## src/rtl/qser_pkg.sv

```systemverilog
package qser_pkg;
    localparam int unsigned QS_DATA_W = 8;
    localparam int unsigned QS_DEPTH  = 16;
    localparam int unsigned QS_DIV_W  = 4;

    typedef enum logic [1:0] {
        ENG_IDLE = 2'd0,
        ENG_LOW  = 2'd1,
        ENG_HIGH = 2'd2,
        ENG_DONE = 2'd3
    } eng_state_e;
endpackage

```

## src/rtl/qser_buf.sv

```systemverilog
module qser_buf #(
    parameter int DATA_W = 8,
    parameter int DEPTH  = 16,
    localparam int AW    = $clog2(DEPTH)
) (
    input  logic              clk,
    input  logic              wr_en,
    input  logic [AW-1:0]     wr_slot,
    input  logic [DATA_W-1:0] wr_data,
    input  logic              wb_en,
    input  logic [AW-1:0]     wb_slot,
    input  logic [DATA_W-1:0] wb_data,
    input  logic [AW-1:0]     sh_slot,
    output logic [DATA_W-1:0] sh_data,
    input  logic [AW-1:0]     rd_slot,
    output logic [DATA_W-1:0] rd_data
);
    logic [DATA_W-1:0] slot_q [DEPTH];

    // Host write and receive write-back never target the same slot:
    // write-back uses the send slot, which is always below the write slot.
    for (genvar g = 0; g < DEPTH; g++) begin : g_slot
        logic [DATA_W-1:0] q;
        always_ff @(posedge clk) begin
            if (wr_en && wr_slot == AW'(g)) begin
                q <= wr_data;
            end else if (wb_en && wb_slot == AW'(g)) begin
                q <= wb_data;
            end
        end
        assign slot_q[g] = q;
    end

    assign sh_data = slot_q[sh_slot];
    assign rd_data = slot_q[rd_slot];
endmodule

```

## src/rtl/qser_ptr.sv

```systemverilog
module qser_ptr #(
    parameter int DEPTH = 16,
    localparam int AW   = $clog2(DEPTH),
    localparam int PW   = AW + 1
) (
    input  logic          clk,
    input  logic          rst_n,
    input  logic          pwr,
    input  logic          clr,
    input  logic          wr_req,
    input  logic          word_done,
    output logic          wr_acc,
    output logic [AW-1:0] wr_slot,
    output logic [AW-1:0] sh_slot,
    output logic          full,
    output logic          empty,
    output logic          irq_ovf,
    output logic          irq_done
);
    logic [PW-1:0] wp, sp, sp_inc;
    logic          live, ovf_now, drain;

    always_comb begin
        live    = pwr && !clr;
        full    = (wp == PW'(DEPTH));
        empty   = (wp == sp);
        wr_acc  = live && wr_req && !full;
        ovf_now = live && wr_req && full;
        sp_inc  = sp + 1'b1;
        // last queued word completes with no write landing beside it
        drain   = live && word_done && !wr_acc && (sp_inc == wp);
        wr_slot = wp[AW-1:0];
        sh_slot = sp[AW-1:0];
    end

    always_ff @(posedge clk or negedge rst_n) begin
        if (!rst_n) begin
            wp <= '0;
            sp <= '0;
        end else if (!live || drain) begin
            wp <= '0;
            sp <= '0;
        end else begin
            if (wr_acc)    wp <= wp + 1'b1;
            if (word_done) sp <= sp_inc;
        end
    end

    always_ff @(posedge clk or negedge rst_n) begin
        if (!rst_n) begin
            irq_ovf  <= 1'b0;
            irq_done <= 1'b0;
        end else begin
            irq_ovf  <= ovf_now;
            irq_done <= drain;
        end
    end
endmodule

```

## src/rtl/qser_shift.sv

```systemverilog
module qser_shift
    import qser_pkg::*;
#(
    parameter int DATA_W = 8,
    parameter int DIV_W  = 4,
    localparam int BW    = $clog2(DATA_W)
) (
    input  logic              clk,
    input  logic              rst_n,
    input  logic              abort,
    input  logic              tx_en,
    input  logic              rx_en,
    input  logic              have_data,
    input  logic [DIV_W-1:0]  div_sel,
    input  logic [DATA_W-1:0] tx_byte,
    input  logic              miso,
    output logic              sclk,
    output logic              mosi,
    output logic              word_done,
    output logic              wb_en,
    output logic [DATA_W-1:0] wb_data
);
    eng_state_e        st, st_n;
    logic [DIV_W-1:0]  cnt, div_q;
    logic [BW-1:0]     bitn;
    logic [DATA_W-1:0] txsh, rxsh;
    logic              rx_mode;
    logic              cnt_zero, last_bit, start;

    // next-state logic
    always_comb begin
        cnt_zero = (cnt == '0);
        last_bit = (bitn == BW'(DATA_W - 1));
        start    = have_data && (tx_en || rx_en);
        st_n     = st;
        if (abort) begin
            st_n = ENG_IDLE;
        end else begin
            unique case (st)
                ENG_IDLE: if (start)    st_n = ENG_LOW;
                ENG_LOW:  if (cnt_zero) st_n = ENG_HIGH;
                ENG_HIGH: if (cnt_zero) st_n = last_bit ? ENG_DONE : ENG_LOW;
                ENG_DONE: st_n = ENG_IDLE;
                default:  st_n = ENG_IDLE;
            endcase
        end
    end

    // state register
    always_ff @(posedge clk or negedge rst_n) begin
        if (!rst_n) st <= ENG_IDLE;
        else        st <= st_n;
    end

    // datapath: shift registers, phase counter, word settings
    always_ff @(posedge clk or negedge rst_n) begin
        if (!rst_n) begin
            cnt     <= '0;
            div_q   <= '0;
            bitn    <= '0;
            txsh    <= '0;
            rxsh    <= '0;
            rx_mode <= 1'b0;
        end else begin
            unique case (st)
                ENG_IDLE: begin
                    if (st_n == ENG_LOW) begin
                        txsh    <= tx_en ? tx_byte : '0;
                        rx_mode <= rx_en;
                        div_q   <= div_sel;
                        cnt     <= div_sel;
                        bitn    <= '0;
                    end
                end
                ENG_LOW: begin
                    cnt <= cnt_zero ? div_q : cnt - 1'b1;
                end
                ENG_HIGH: begin
                    if (cnt_zero) begin
                        rxsh <= {rxsh[DATA_W-2:0], miso};
                        cnt  <= div_q;
                        if (!last_bit) begin
                            txsh <= {txsh[DATA_W-2:0], 1'b0};
                            bitn <= bitn + 1'b1;
                        end
                    end else begin
                        cnt <= cnt - 1'b1;
                    end
                end
                ENG_DONE: ;
                default: ;
            endcase
        end
    end

    // outputs
    always_comb begin
        sclk      = (st == ENG_HIGH);
        mosi      = ((st == ENG_LOW) || (st == ENG_HIGH)) && txsh[DATA_W-1];
        word_done = (st == ENG_DONE);
        wb_en     = word_done && rx_mode && !abort;
        wb_data   = rxsh;
    end
endmodule

```

## src/rtl/qser_core.sv

```systemverilog
module qser_core
    import qser_pkg::*;
#(
    parameter int DATA_W = QS_DATA_W,
    parameter int DEPTH  = QS_DEPTH,
    parameter int DIV_W  = QS_DIV_W,
    localparam int AW    = $clog2(DEPTH)
) (
    input  logic              clk,
    input  logic              rst_n,
    input  logic              ctl_pwr,
    input  logic              tx_en,
    input  logic              rx_en,
    input  logic              ptr_clr,
    input  logic [DIV_W-1:0]  div_sel,
    input  logic              wr_en,
    input  logic [DATA_W-1:0] wr_data,
    input  logic [AW-1:0]     rd_idx,
    output logic [DATA_W-1:0] rd_data,
    output logic              st_full,
    output logic              st_empty,
    output logic [AW-1:0]     st_ptr,
    output logic              irq_ovf,
    output logic              irq_done,
    output logic              sclk,
    output logic              mosi,
    input  logic              miso
);
    logic              wr_acc, word_done, wb_en, abort;
    logic [AW-1:0]     wr_slot, sh_slot;
    logic [DATA_W-1:0] sh_data, wb_data;

    assign abort  = !ctl_pwr || ptr_clr;
    assign st_ptr = sh_slot;

    qser_ptr #(.DEPTH(DEPTH)) u_ptr (
        .clk      (clk),
        .rst_n    (rst_n),
        .pwr      (ctl_pwr),
        .clr      (ptr_clr),
        .wr_req   (wr_en),
        .word_done(word_done),
        .wr_acc   (wr_acc),
        .wr_slot  (wr_slot),
        .sh_slot  (sh_slot),
        .full     (st_full),
        .empty    (st_empty),
        .irq_ovf  (irq_ovf),
        .irq_done (irq_done)
    );

    qser_buf #(.DATA_W(DATA_W), .DEPTH(DEPTH)) u_buf (
        .clk    (clk),
        .wr_en  (wr_acc),
        .wr_slot(wr_slot),
        .wr_data(wr_data),
        .wb_en  (wb_en),
        .wb_slot(sh_slot),
        .wb_data(wb_data),
        .sh_slot(sh_slot),
        .sh_data(sh_data),
        .rd_slot(rd_idx),
        .rd_data(rd_data)
    );

    qser_shift #(.DATA_W(DATA_W), .DIV_W(DIV_W)) u_eng (
        .clk      (clk),
        .rst_n    (rst_n),
        .abort    (abort),
        .tx_en    (tx_en),
        .rx_en    (rx_en),
        .have_data(!st_empty),
        .div_sel  (div_sel),
        .tx_byte  (sh_data),
        .miso     (miso),
        .sclk     (sclk),
        .mosi     (mosi),
        .word_done(word_done),
        .wb_en    (wb_en),
        .wb_data  (wb_data)
    );
endmodule

```

## config.mk

```make
export PLATFORM = sky130hd
export DESIGN_NAME = qser_core
export DESIGN_NICKNAME = d
export VERILOG_FILES = /design/src/rtl/qser_pkg.sv /design/src/rtl/qser_buf.sv /design/src/rtl/qser_ptr.sv /design/src/rtl/qser_shift.sv /design/src/rtl/qser_core.sv
export SDC_FILE = /design/constraint.sdc
export NUM_CORES = 1
export LEC_CHECK = 0
export ABC_AREA = 1
export BUFFER_PORTS_ARGS = -buffer_cell sky130_fd_sc_hd__buf_2
export CORE_MARGIN = 2
export CORE_UTILIZATION = 55
export CTS_CLUSTER_SIZE = 40
export DETAILED_ROUTE_END_ITERATION = 12
export PLACE_DENSITY = 0.72
export SLEW_MARGIN = 30
export SYNTH_ARGS = -nofsm -noshare
export SYNTH_HDL_FRONTEND = slang
export SYNTH_SLANG_ARGS = --single-unit
```

## constraint.sdc

```tcl
create_clock -name clk -period 3 [get_ports clk]
set_input_delay 0.15 -clock clk [delete_from_list [all_inputs] [get_ports clk]]
set_output_delay 0.15 -clock clk [all_outputs]
set_load 0.01 [all_outputs]
```

==> results.md <==
* Switching share of power at 0.2495
* Reg2Reg Depth at 12
* Power consumption at 5.250 mW
* Clock buffer depth at 2
* Met2 Routed Length at 13,980 um
* First-pass GRT wire length at 48,650 um
* Worst Setup Path Type: reg -> reg
* Sw Pwr at 1.310 mW
* Gr usage total at 0.3222
* Clk root buf: clkbuf_16
* Worst path top cell family by delay: simple AND/OR/NAND/NOR gates
* Final Hold Fails at 0
* H-Tree Depth at 4
* DRT iter0 DRCs at approximately 1,300
* 1st-pass router iterations at 6
* RSZ-0062 raised after global routing: false
* Met3 WL at 3370 um
* Largest net degree at the start of global routing at 97
* Slew @ Worst Pin at roughly 1000 ps
* Final core occ at 0.6255
* Warnings from Yosys at 0
* Design Area, Final at 0.01131 mm^2
* Synth Instances at 1,302
* Total Wirelength at just over 30,000 um
* Worst-path clk slew at 70 ps
* Num Clock Sinks at 170
* WP buf/inv at 5
* Die Span Y at roughly 140 um
* Setup crit end kind: flop
* Die width at between 100 and 150 um
* IO Pins at 42
* Layout cell share with drive strength beyond 1 at 0.1080
* Mapped Nets at 1,342
* Top routing layer used: met4
* Final min period at 2615 ps
* Sequential share of the synthesized area at 0.4786
* Peak Freq at 382.4 MHz
* Final setup fails at 0
* Initial antenna violation count at 0
* CTS tree: done
* DP HPWL at 19,940 um
* Via count at ~9,400
* Max incr delay on CP at 470 ps
* Post-route ant nets at 0
* Mapped cell area at about 0.010 mm^2
* HP Class: in -> reg
* Most used cell, CP: inv_1
* Crit path from: u_ptr.wp[1]
* Slew HR at 0.3350
* Vias per cell at 6.071
* Wire length on met1 at 12,250 um
* Placed cell area at roughly 0.011 mm^2
* VDD IR max at between 400 and 500 uV
* Pwr dens at 464.1 mW/mm^2
* Cell variety after synth at 35
* FF-to-FF Start: u_ptr.wp[1]
* Core box area at 0.01809 mm^2
* Final TNS setup at 0 ps
* Starting Density at 0.5654
* Skew final at approximately 11 ps
* Internal cell power at just under 4 mW
* Crit path launch type: flop
* Slew Limit Fails at 0
* CP Cell Sequence: inv_1 -> ha_1 -> inv_1 -> nor3_2 -> nand2_1 -> inv_1 -> nor2_4 -> inv_2 -> nor2_8 -> nand3_2 -> o21ai_0 -> buf_4
* Die area at 0.01970 mm^2
* Syn avg cell area at between 7 and 8 um^2
* DR WL/cell at 19.90 um
* Required time worst endpoint at 3150 ps
* CTS Buf Count at 17
* Max stage delay cell, worst path: dfrtp_1
* Clock power frac at 0.416
* Post_cts resized at 0
* # DRC at 0
* Status: complete, no violations
* Grt ovf at 0
* # rows at 49
* LEAKAGE at ~4.7 nW
* N_diodes at 0
* Final period util at 0.8716
* Number of cells on the critical path at 12
* Yosys reg bits at 170
* Critical path peak fanout at 17
* Vias in the first global route at 8,882
* Hold path depth at 3
* Final nets at 1,351
* Area grow syn2layout at 10.62%
* IO buf count at 41
* Max Cap Viol at 0
* Combinational Power Share at 0.082
* Worst Hold Launch: wr_en
* Reg power frac at 0.502
* Arrival time worst endpoint at 2760 ps
* Skew-Pair Late Insertion Delay at around 440 ps
* Gpl congestion at 0.9357
## per-layer routing
metal | track usage | vias to the layer above
li1 | - | 4411
met1 | 0.4495 | 4335
met2 | 0.5005 | 588
met3 | 0.05299 | 94
met4 | 0.1409 | 0
met5 | 0 | -
## logic make-up after synthesis
group / count (synthesis) / synth area share
xor+xnor: 11 / 0.01016
mux: 6 / 0.006607
compound gates: 431 / 0.2191
simple gates: 441 / 0.1794
buf+inv: 227 / 0.08650
flops: 170 / 0.4786
fa+ha+maj: 16 / 0.01958
## cell type report
cell class              instances  area [um^2]
fillers                      1574         6774
flip-flops and latches        170         4897
multi-input cells             905         4447
repair buffers                 90        620.6
clock buffers                  21        504.2
inverters                     127        476.7
well taps                     229        286.5
clock inverters                11        80.08
## metrics by stage
stage / instances / hold slack (ps) / worst slack [ps]
3_5_place_dp: 1514 / 350.4 / 439.6
2_1_floorplan: 1302 / -145.6 / 548.9
5_1_grt: 1553 / 29.44 / 172.1
6_report: 1553 / 30.77 / 385.1
3_3_place_gp: 1514 / 345.9 / 442.5
4_1_cts: 1553 / 20.54 / 432.5
## flip-flops by register name, summed over array words and instances (netlist names)
name,count
u_ptr.sp,5
u_eng.rx_mode,1
u_eng.bitn,3
u_eng.txsh,8
u_eng.cnt,4
u_eng.st,2
u_buf.g_slot.q,128
u_ptr.irq_done,1
u_eng.wb_data,8
u_eng.div_q,4
u_ptr.irq_ovf,1
u_ptr.wp,5
## power groups by stage
stage | Clock, mW | Combinational (mW) | Sequential [mW]
final | 2.19 | 0.428 | 2.64
after global routing | 2.27 | 0.481 | 2.64
after CTS | 2.19 | 0.422 | 2.63
after detailed placement | 0 | 0.415 | 2.68
after global placement | 0 | 0.403 | 2.68
after floorplan | 0 | 0.279 | 2.66
## Yosys cell counts (all sizes together)
master	instances	share of area
nand2	317	0.12
nand3	52	0.029
o21bai	1	0.00073
inv	126	0.046
o21ai	315	0.15
nand4	8	0.0049
xor2	10	0.0086
o211ai	16	0.012
edfxtp	128	0.38
dfrtp	42	0.10
xnor2	1	0.0016
clkinv	1	0.00037
a21oi	87	0.043
nand3b	1	0.00073
o22ai	1	0.00061
nor3	3	0.0020
a211oi	1	0.00073
ha	16	0.020
or2	1	0.00061
nor2	58	0.024
clkbuf	68	0.025
mux2	6	0.0066
buf	32	0.015
o221ai	10	0.0086
and2	1	0.00061
## what timing repair did
item	in CTS	in global routing
hold endpoints to repair	48	0
buffers inserted	0	0
hold buffers	7	0
## worst reg2reg max path: stages, from the launching register on
cell,delay [ps]
dfrtp_1,470
inv_1,120
ha_1,260
inv_1,90
nor3_2,50
nand2_1,80
inv_1,70
nor2_4,230
inv_2,120
nor2_8,170
nand3_2,270
o21ai_0,180
buf_4,200
## layout by cell type (no fill, tap or decap), drive strengths merged
master and n:
o211ai 16, clkinv 7, ha 16, buf 83, nor2 58, dlygate4sd3 7
clkbuf 21, dfrtp 42, o22ai 1, nor3 3, and2 1, inv 131
mux2 6, or2 1, o221ai 10, o21bai 1, a21oi 87, edfxtp 128
o21ai 315, nand4 8, xor2 10, xnor2 1, nand3 52, nand3b 1
a211oi 1, nand2 317
## path summary, 6_finish.rpt
check | slack, ps | end
min in group asynchronous | 220 | u_eng.txsh[3]
max in group asynchronous | 2350 | u_ptr.sp[1]
hold / removal | 30 | u_ptr.irq_ovf
setup / recovery | 390 | u_buf.g_slot[7].q[4]
hold reg to reg | 480 | u_eng.txsh[4]
setup reg to reg | 390 | u_buf.g_slot[7].q[4]
Note: power is estimated with default switching activity, not from simulation.
